**config.mk**
```make
export PLATFORM = sky130hd
export DESIGN_NAME = cs_rate_emph_decoder
export DESIGN_NICKNAME = d
export VERILOG_FILES = /design/src/rtl/cs_rate_pkg.sv /design/src/rtl/cs_stream_capture.sv /design/src/rtl/cs_rate_map.sv /design/src/rtl/cs_emph_map.sv /design/src/rtl/cs_rate_emph_decoder.sv
export SDC_FILE = /design/constraint.sdc
export NUM_CORES = 1
export LEC_CHECK = 0
export ABC_CLOCK_PERIOD_IN_PS = 2200
export BUFFER_PORTS_ARGS = -buffer_cell sky130_fd_sc_hd__buf_2
export CORE_MARGIN = 3
export CORE_UTILIZATION = 52
export CTS_CLUSTER_SIZE = 25
export DETAILED_ROUTE_END_ITERATION = 10
export PLACE_DENSITY = 0.73
export SLEW_MARGIN = 40
export SYNTH_ARGS = -nofsm -noshare
export SYNTH_HDL_FRONTEND = slang
export SYNTH_HIERARCHICAL = 1
export SYNTH_SLANG_ARGS = --single-unit
```
**constraint.sdc**
```tcl
create_clock -name clk -period 2.2 [get_ports clk]
set_input_delay 0.22 -clock clk [delete_from_list [all_inputs] [get_ports clk]]
set_output_delay 0.22 -clock clk [all_outputs]
set_load 0.03 [all_outputs]
```
**src/rtl/cs_rate_pkg.sv**
```systemverilog
package cs_rate_pkg;

   localparam int CS_BYTE_W   = 8;
   localparam int CS_RATE_W   = 4;
   localparam int CS_LAST_BYTE = 4;
   localparam int CS_NCAP     = 3;

   localparam logic [CS_RATE_W-1:0] RATE_44K1 = 4'b0000;
   localparam logic [CS_RATE_W-1:0] RATE_NONE = 4'b0001;
   localparam logic [CS_RATE_W-1:0] RATE_48K  = 4'b0010;
   localparam logic [CS_RATE_W-1:0] RATE_32K  = 4'b0011;
   localparam logic [CS_RATE_W-1:0] RATE_88K2 = 4'b1000;
   localparam logic [CS_RATE_W-1:0] RATE_96K  = 4'b1010;

   typedef enum logic {
      FMT_CONSUMER = 1'b0,
      FMT_PRO      = 1'b1
   } cs_fmt_e;

   // slot k of the capture store holds this byte of the block
   function automatic int cap_byte_index(input int slot);
      case (slot)
         0:       return 0;
         1:       return 3;
         default: return 4;
      endcase
   endfunction

endpackage

```
**src/rtl/cs_stream_capture.sv**
```systemverilog
module cs_stream_capture
   import cs_rate_pkg::*;
#(
   parameter int BYTE_W    = CS_BYTE_W,
   parameter int LAST_BYTE = CS_LAST_BYTE,
   parameter int NCAP      = CS_NCAP
)(
   input  logic                     clk,
   input  logic                     rst_n,
   input  logic                     bit_en,
   input  logic                     blk_start,
   input  logic                     bit_ch1,
   input  logic                     bit_ch2,
   input  logic                     ch_sel,
   output logic [NCAP*BYTE_W-1:0]   cap_flat,
   output logic                     cap_done
);

   localparam int TOTAL_BITS = (LAST_BYTE + 1) * BYTE_W;
   localparam int CNT_W      = $clog2(TOTAL_BITS + 1);
   localparam int POS_W      = $clog2(BYTE_W);
   localparam int BN_W       = CNT_W - POS_W;
   localparam logic [CNT_W-1:0] IDLE_CNT = CNT_W'(TOTAL_BITS);
   localparam logic [CNT_W-1:0] LAST_CNT = CNT_W'(TOTAL_BITS - 1);

   generate
      if ((1 << POS_W) != BYTE_W) begin : g_chk_pow2
         $error("cs_stream_capture: BYTE_W must be a power of two");
      end
   endgenerate

   logic [CNT_W-1:0] cnt_q;
   logic [CNT_W-1:0] idx;
   logic             sel_q;
   logic             sel_now;
   logic             in_block;
   logic             take;
   logic             cur_bit;

   assign in_block = (cnt_q != IDLE_CNT);
   assign take     = bit_en & (blk_start | in_block);
   assign idx      = blk_start ? '0 : cnt_q;
   assign sel_now  = blk_start ? ch_sel : sel_q;
   assign cur_bit  = sel_now ? bit_ch2 : bit_ch1;

   always_ff @(posedge clk or negedge rst_n) begin
      if (!rst_n) begin
         cnt_q    <= IDLE_CNT;
         sel_q    <= 1'b0;
         cap_done <= 1'b0;
      end else begin
         if (take) begin
            cnt_q <= idx + CNT_W'(1);
         end
         if (bit_en && blk_start) begin
            sel_q <= ch_sel;
         end
         cap_done <= take && (idx == LAST_CNT);
      end
   end

   genvar k;
   generate
      for (k = 0; k < NCAP; k++) begin : g_slot
         localparam logic [BN_W-1:0] BYTE_NUM = BN_W'(cap_byte_index(k));
         logic [BYTE_W-1:0] byte_q;

         always_ff @(posedge clk or negedge rst_n) begin
            if (!rst_n) begin
               byte_q <= '0;
            end else if (take && (idx[CNT_W-1:POS_W] == BYTE_NUM)) begin
               byte_q[idx[POS_W-1:0]] <= cur_bit;
            end
         end

         assign cap_flat[k*BYTE_W +: BYTE_W] = byte_q;
      end
   endgenerate

endmodule

```
**src/rtl/cs_rate_map.sv**
```systemverilog
module cs_rate_map
   import cs_rate_pkg::*;
#(
   parameter int BYTE_W = CS_BYTE_W,
   parameter int RATE_W = CS_RATE_W
)(
   input  logic [BYTE_W-1:0] byte0,
   input  logic [BYTE_W-1:0] byte3,
   input  logic [BYTE_W-1:0] byte4,
   output logic [RATE_W-1:0] rate
);

   cs_fmt_e    fmt;
   logic [1:0] pro_field;
   logic [3:0] pro_ext;
   logic       unused_bits;

   assign fmt       = cs_fmt_e'(byte0[0]);
   assign pro_field = byte0[7:6];
   assign pro_ext   = byte4[6:3];
   assign unused_bits = ^{byte0[5:1], byte3[BYTE_W-1:4], byte4[BYTE_W-1:7], byte4[2:0]};

   always_comb begin
      rate = RATE_NONE;
      if (fmt == FMT_CONSUMER) begin
         rate = byte3[RATE_W-1:0];
      end else begin
         unique case (pro_field)
            2'b00: begin
               case (pro_ext)
                  4'b1010: rate = RATE_88K2;
                  4'b0010: rate = RATE_96K;
                  default: rate = RATE_NONE;
               endcase
            end
            2'b01: rate = (pro_ext == 4'b0000) ? RATE_44K1 : RATE_NONE;
            2'b10: rate = (pro_ext == 4'b0000) ? RATE_48K  : RATE_NONE;
            2'b11: rate = (pro_ext == 4'b0000) ? RATE_32K  : RATE_NONE;
         endcase
      end
   end

endmodule

```
**src/rtl/cs_emph_map.sv**
```systemverilog
module cs_emph_map
   import cs_rate_pkg::*;
#(
   parameter int BYTE_W = CS_BYTE_W
)(
   input  logic [BYTE_W-1:0] byte0,
   output logic              emph
);

   logic pro_on;
   logic con_on;
   logic unused_bits;

   assign pro_on = byte0[2] & ~byte0[3] & ~byte0[4];
   assign con_on = byte0[3] & ~byte0[4] & ~byte0[5];
   assign emph   = (cs_fmt_e'(byte0[0]) == FMT_PRO) ? pro_on : con_on;
   assign unused_bits = ^{byte0[BYTE_W-1:6], byte0[1]};

endmodule

```
**src/rtl/cs_rate_emph_decoder.sv**
```systemverilog
module cs_rate_emph_decoder
   import cs_rate_pkg::*;
#(
   parameter int BYTE_W    = CS_BYTE_W,
   parameter int RATE_W    = CS_RATE_W,
   parameter int LAST_BYTE = CS_LAST_BYTE
)(
   input  logic              clk,
   input  logic              rst_n,
   input  logic              bit_en,
   input  logic              blk_start,
   input  logic              cs_bit_ch1,
   input  logic              cs_bit_ch2,
   input  logic              ch_sel,
   output logic [RATE_W-1:0] rate_code,
   output logic              emph_on
);

   localparam int CAP_W = CS_NCAP * BYTE_W;

   generate
      if (BYTE_W != 8) begin : g_chk_byte
         $error("cs_rate_emph_decoder: field positions need BYTE_W of 8");
      end
      if (RATE_W != 4) begin : g_chk_rate
         $error("cs_rate_emph_decoder: rate codes are 4 bits wide");
      end
      if (LAST_BYTE < 4) begin : g_chk_last
         $error("cs_rate_emph_decoder: capture must reach byte 4");
      end
   endgenerate

   logic [CAP_W-1:0]  cap_flat;
   logic              cap_done;
   logic [RATE_W-1:0] rate_next;
   logic              emph_next;

   cs_stream_capture #(
      .BYTE_W    (BYTE_W),
      .LAST_BYTE (LAST_BYTE),
      .NCAP      (CS_NCAP)
   ) i_capture (
      .clk       (clk),
      .rst_n     (rst_n),
      .bit_en    (bit_en),
      .blk_start (blk_start),
      .bit_ch1   (cs_bit_ch1),
      .bit_ch2   (cs_bit_ch2),
      .ch_sel    (ch_sel),
      .cap_flat  (cap_flat),
      .cap_done  (cap_done)
   );

   cs_rate_map #(
      .BYTE_W (BYTE_W),
      .RATE_W (RATE_W)
   ) i_rate_map (
      .byte0 (cap_flat[0*BYTE_W +: BYTE_W]),
      .byte3 (cap_flat[1*BYTE_W +: BYTE_W]),
      .byte4 (cap_flat[2*BYTE_W +: BYTE_W]),
      .rate  (rate_next)
   );

   cs_emph_map #(
      .BYTE_W (BYTE_W)
   ) i_emph_map (
      .byte0 (cap_flat[0*BYTE_W +: BYTE_W]),
      .emph  (emph_next)
   );

   always_ff @(posedge clk or negedge rst_n) begin
      if (!rst_n) begin
         rate_code <= RATE_NONE;
         emph_on   <= 1'b0;
      end else if (cap_done) begin
         rate_code <= rate_next;
         emph_on   <= emph_next;
      end
   end

endmodule

```
==> results of run 1 <==
## how the worst max path moves through the flow
stage / startpoint / end / slack [ps] / cells past startpoint
final: i_capture/cnt_q[5] / i_capture/g_slot[2].byte_q[5] / 470 / 3
after global routing: i_capture/cnt_q[0] / i_capture/cnt_q[4] / 360 / 5
after CTS: i_capture/cnt_q[5] / i_capture/g_slot[2].byte_q[5] / 480 / 3
after detailed placement: i_capture/cnt_q[5] / i_capture/g_slot[2].byte_q[5] / 500 / 3
after global placement: i_capture/cnt_q[5] / i_capture/g_slot[2].byte_q[5] / 510 / 3
after floorplan: i_capture/cnt_q[5] / i_capture/g_slot[1].byte_q[0] / 720 / 4
## stage by stage
step / cells / area (um2)
finish: 187 / 1720
global route: 187 / 1720
CTS: 187 / 1720
detailed placement: 182 / 1670
global placement: 182 / 1670
floorplan: 142 / 1670
## timing repair
item,4_1_cts,5_1_grt
hold endpoints to repair,25,0
buffers inserted,0,0
hold buffers,1,0
## per-layer routing
| layer | up-vias | global-route usage, % |
|---|---|---|
| li1 | 531 | - |
| met1 | 572 | 21.9 |
| met2 | 11 | 25.2 |
| met3 | 2 | 2.34 |
| met4 | 0 | 5.79 |
| met5 | - | 0 |
## final cells by class
type	instances	area, um2	area share (%)
repair buffers	12	65.1	3.78
flip-flops and latches	28	704	40.9
inverters	4	15.0	0.873
well taps	42	52.6	3.05
multi-input cells	97	847	49.2
clock buffers	4	36.3	2.11
## placed cells by master, fill, tap and decap left out, drive strengths merged, types with 2 or more instances in the layout
| cell | instances |
|---|---|
| nor2b | 4 |
| o2bb2ai | 2 |
| nor4 | 2 |
| o31ai | 2 |
| o22ai | 3 |
| inv | 4 |
| clkbuf | 4 |
| nor2 | 2 |
| o21ai | 7 |
| nand2b | 2 |
| mux2i | 3 |
| o211ai | 3 |
| dfstp | 3 |
| mux2 | 22 |
| nand4bb | 2 |
| nand3b | 4 |
| and4bb | 4 |
| dfrtp | 25 |
| nor3 | 3 |
| nand2 | 6 |
| nor3b | 4 |
| buf | 11 |
| nor4b | 4 |
| nand3 | 6 |
## sequential cells by signal (all words and copies together), names as in the netlist
signal / count
i_capture/cap_done: 1
emph_on: 1
i_capture/g_slot.byte_q: 15
i_capture/cnt_q: 6
rate_code: 4
i_capture/sel_q: 1
## report_power, final
part	switching [mW]	leakage, nW	internal [mW]	total, mW
clock	0.145	0.0210	0.101	0.246
sequential	0.120	0.366	0.587	0.707
combinational	0.103	0.345	0.144	0.247
total	0.368	0.732	0.832	1.20
## worst reg2reg max path, cell delays in order (launching register included)
cell and delay [ps]:
sky130_fd_sc_hd__dfstp_2 640, sky130_fd_sc_hd__nand4bb_1 330, sky130_fd_sc_hd__nor3b_1 310, sky130_fd_sc_hd__mux2_2 360
==> metrics.md, run 1 <==
| Metric | Value |
|---|---|
| Die width | 62.6 um |
| Die outline height | 62.6 um |
| Count of buffering cells on the critical path with inverters included | 0 |
| Setup repair after global routing missed its margin | no |
| Root Buffer Master | sky130_fd_sc_hd__clkbuf_4 |
| Proportion of layout cells with a drive suffix above 1 | 37.9% |
| Post-detail-place hpwl | 2080 um |
| Post-Route WL | 2880 um |
| Final core utilization | 59.3% |
| Result of the run | finished clean |
| Share of the clock period used by the worst path after layout | 78.8% |
| Clock Path Buffers | 2 |
| Maximum vdd drop | 0.370 mV |
| Depth of the CTS H-tree | 1 |
| Sum of negative setup slack | 0 ps |
| Antenna diodes | 0 |
| Worst setup SP type | register |
| Hold/Removal Path Class | in2reg |
| Type of the worst setup path | reg2reg |
| Starting DRT DRC Count | 35 |
| Master of the slowest instance on the critical path | sky130_fd_sc_hd__dfstp_2 |
| Slew at the pin closest to its max-slew limit | 602 ps |
| Area enclosed by the die boundary | 3920 um2 |
| # nets final | 154 |
| Critical-path maximum fanout | 7 |
| Final Skew | 7.27 ps |
| Port-buffer cells | 11 |
| Hold path depth | 2 |
| Reg2Reg Setup Slack | 470 ps |
| Finish-stage setup viols | 0 |
| Worst R2R Path Depth | 3 |
| R2r startpoint | i_capture/cnt_q[5] |
| Post-route worst hold slack | 134 ps |
| Layout Area Growth over Synthesis | 3.31% |
| Source-to-sink clock delay at the later pin of the worst-skew pair | 320 ps |
| Power Total | 1.20 mW |
| DR top layer | met4 |
| Cell Pwr Density | 697 nW/um2 |
| Average footprint of a synthesized cell | 11.7 um2 |
| Number of gates resized after CTS | 0 |
| CTS tree | done |
| Count of final hold-check violations | 0 |
| Endpoint of the worst register-to-register path | i_capture/g_slot[2].byte_q[5] |
| Yosys warnings | 6 |
| Congestion Overflow GR | 0 |
| M1 WL | 1360 um |
| Maximum number of pins on one net before global-route repair | 29 |
| Total I/O pin count | 12 |
| Syn_nets | 150 |
| Setup crit end kind | register |
| Routed vias/inst | 5.97 |
| Antenna violations before repair | 0 |
| Worst Path Required | 2420 ps |
| Worst setup slack after placement | 501 ps |
| Row Count | 19 |
| Sinks on the clock net | 28 |
| Worst max-slew margin expressed relative to the limit | 59.8% |
| Smallest setup slack after layout | 466 ps |
| Vias in the first global route | 1085 |
| Wire length per cell after detailed routing | 15.4 um |
| Min-delay src | ch_sel |
| GRT Util Overall | 15.8% |
| Number of design rule violations left after detail routing | 0 |
| Remaining antenna violation count after routing | 0 |
| Final-report max-slew violation count | 0 |
| Worst path max stage delay | 640 ps |
| Clock-pin slew on the worst setup and hold paths | 150 ps |
| Area inside the core boundary | 2900 um2 |
| Worst Hold Endpoint | i_capture/sel_q |
| Initial core utilization | 57.4% |
| Number of fill cells in the layout | 248 |
| Vias after detailed routing | 1116 |
| Time the worst path needs with I/O delays and setup | 1730 ps |
| Leakage power total | 0.732 nW |
| Cell type group with the largest total delay on the critical path | flip-flops |
| Synth Cell Area | 1670 um2 |
| Number of CTS-inserted buffers | 3 |
| Critical Path, Cell by Cell | nand4bb_1 > nor3b_1 > mux2_2 |
| Routed wire length on met2 | 1430 um |
| Initial DRT Pass Iterations | 4 |
| Max Clock Freq | 577 MHz |
| Data arrival time at the worst-slack endpoint | 1950 ps |
| Global-route wire length before repair | 5030 um |
| Number of maximum-capacitance constraint violations | 0 |
| Sum of met3 wire segment lengths after detailed routing | 59 um |
| Cell count after synthesis | 142 |
| GPL Wtd Cong | 0.775 |
(Power assumes the default switching activity.)
==> inputs of run 2 (changes only) <==
- ABC_CLOCK_PERIOD_IN_PS: 2200 -> 1700
- clock period: 2.2 -> 1.7 ns (I/O delays scaled with it)
==> metrics.md, run 2 (synthesized netlist as in run 1, its figures left out) <==
| Metric | Value |
|---|---|
| Net switching component of the power | 0.490 mW |
| Data arrival time at the worst-slack endpoint | 1840 ps |
| Logic pwr share | 21.6% |
| Power Total | 1.70 mW |
| Internal Pwr Total | 1.20 mW |
| Sum of negative setup slack | 0 ps |
| # nets final | 158 |
| Vias after detailed routing | 1121 |
| Flip-flop count of the largest register, all copies and words added | 15 |
| Critical-path maximum fanout | 7 |
| Clk network pwr share | 25.8% |
| Number of design rule violations left after detail routing | 0 |
| Routed vias/inst | 5.87 |
| GRT Util Overall | 16.8% |
| Worst max-slew margin expressed relative to the limit | 58.6% |
| Layout Area Growth over Synthesis | 6.46% |
| Area enclosed by the die boundary | 3920 um2 |
| Area of the multi-input gates | 852 um2 |
| Share of the clock period used by the worst path after layout | 94.3% |
| Row Count | 19 |
| Remaining antenna violation count after routing | 0 |
| Wire length per cell after detailed routing | 15.5 um |
| GPL Wtd Cong | 0.794 |
| Total I/O pin count | 12 |
| Most common library cell in the layout ignoring fill and taps | sky130_fd_sc_hd__dfrtp_1 |
| Type of the worst setup path | reg2reg |
| Biggest regs | i_capture/g_slot.byte_q x15, i_capture/cnt_q x6, rate_code x4 |
| DR top layer | met4 |
| Setup repair after global routing missed its margin | no |
| Max Clock Freq | 624 MHz |
| Setup bufs post-CTS | 0 |
| Sinks on the clock net | 28 |
| Final Skew | 8.86 ps |
| Worst Path Required | 1940 ps |
| Depth of the CTS H-tree | 1 |
| Count of final hold-check violations | 0 |
| Most flop-heavy register | i_capture/g_slot.byte_q |
| Proportion of layout cells with a drive suffix above 1 | 40.9% |
| Root Buffer Master | sky130_fd_sc_hd__clkbuf_4 |
| Die outline height | 62.6 um |
| Leakage power total | 0.758 nW |
| Share of total power in sequential cells | 52.7% |
| Vias in the first global route | 1112 |
| Hold/Removal Path Class | in2reg |
| Initial core utilization | 57.4% |
| Antenna violations before repair | 0 |
| Setup crit end kind | register |
| Placed Instances | 186 |
| Worst setup SP type | register |
| Routed wire length on met2 | 1420 um |
| Port-buffer cells | 11 |
| Number of CTS-inserted buffers | 3 |
| Source-to-sink clock delay at the later pin of the worst-skew pair | 330 ps |
| Final-report max-slew violation count | 0 |
| Post-detail-place hpwl | 2140 um |
| Area inside the core boundary | 2900 um2 |
| M1 WL | 1450 um |
| Switching fraction of total power | 28.9% |
| Total area of sequential cells | 706 um2 |
| Clock-pin slew on the worst setup and hold paths | 160 ps |
| Sum of met3 wire segment lengths after detailed routing | 79 um |
| Most frequent cells in the layout | 24 x sky130_fd_sc_hd__dfrtp_1, 21 x sky130_fd_sc_hd__mux2_2, 11 x sky130_fd_sc_hd__buf_2 |
| Maximum vdd drop | 0.457 mV |
| Post-Route WL | 2970 um |
| Finish-stage setup viols | 0 |
| Starting DRT DRC Count | 73 |
| Antenna diodes | 0 |
| Clock Path Buffers | 2 |
| Number of maximum-capacitance constraint violations | 0 |
| Number of fill cells in the layout | 256 |
| CTS tree | done |
| Finished Layout Cells | 191 |
| Time the worst path needs with I/O delays and setup | 1600 ps |
| Global-route wire length before repair | 5260 um |
| Maximum number of pins on one net before global-route repair | 29 |
| Congestion Overflow GR | 0 |
| Initial DRT Pass Iterations | 4 |
| Slew at the pin closest to its max-slew limit | 621 ps |
| Die width | 62.6 um |
| Cell Pwr Density | 956 nW/um2 |
| Result of the run | finished clean |
## run 2: changes by cell type in the layout (fill, tap and decap cells not counted), sizes merged
cell    delta
bufinv     +1
clkbuf     -1
buf        +4
## run 2: path summary, 6_finish.rpt
check,start,end,slack [ps],cells past startpoint
worst max-delay path,i_capture/cnt_q[5],i_capture/g_slot[2].byte_q[5],100,3
worst min-delay path,ch_sel,i_capture/sel_q,90,2
worst max register to register,i_capture/cnt_q[5],i_capture/g_slot[2].byte_q[5],100,3
worst min register to register,emph_on,emph_on,520,1
max in group asynchronous,rst_n,i_capture/cnt_q[1],890,2
min in group asynchronous,rst_n,i_capture/g_slot[1].byte_q[1],370,2
## run 2: power groups by stage
stage | clock network, mW | logic [mW] | registers [mW]
4_1_cts | 0.453 | 0.368 | 0.892
5_1_grt | 0.484 | 0.406 | 0.915
3_3_place_gp | 0 | 0.354 | 0.895
3_5_place_dp | 0 | 0.365 | 0.905
2_1_floorplan | 0 | 0.362 | 0.834
6_report | 0.437 | 0.366 | 0.893
## run 2: metal layers
layer	track usage [%]	vias to the layer above
met2	26.2	13
met4	4.96	0
met3	2.70	2
met5	0	-
li1	-	540
met1	23.9	566
## run 2: timing repair
item	in CTS	in global routing
gates resized for setup	0	2
hold buffers	1	0
endpoints found under the setup margin	0	4
endpoints found under the hold margin	25	0
## run 2: critical path: stages (launching register included)
cell	delay, ps
sky130_fd_sc_hd__dfstp_2	660
sky130_fd_sc_hd__nand4bb_2	230
sky130_fd_sc_hd__nor3b_1	260
sky130_fd_sc_hd__mux2_2	360
## run 2: layout make-up
type                       instances  share of cell area, %
inverter                           4                  0.847
clock buffer                       3                   1.27
clock inverter                     1                   1.69
timing repair buffer              16                   5.36
sequential                        28                   39.8
tap                               42                   2.96
multi-input combinational         97                   48.1
## run 2: metrics by stage
stage                     instance area, um2  hold WS, ps  util, %  worst slack [ps]
after CTS                               1770         69.2     60.9              4.26
after floorplan                         1670         -126        -               216
after global routing                    1770         73.3     61.1              29.1
after detailed placement                1700          223     58.8              23.6
final                                   1770         87.1     61.1              97.5
after global placement                  1700          217     58.8              81.4
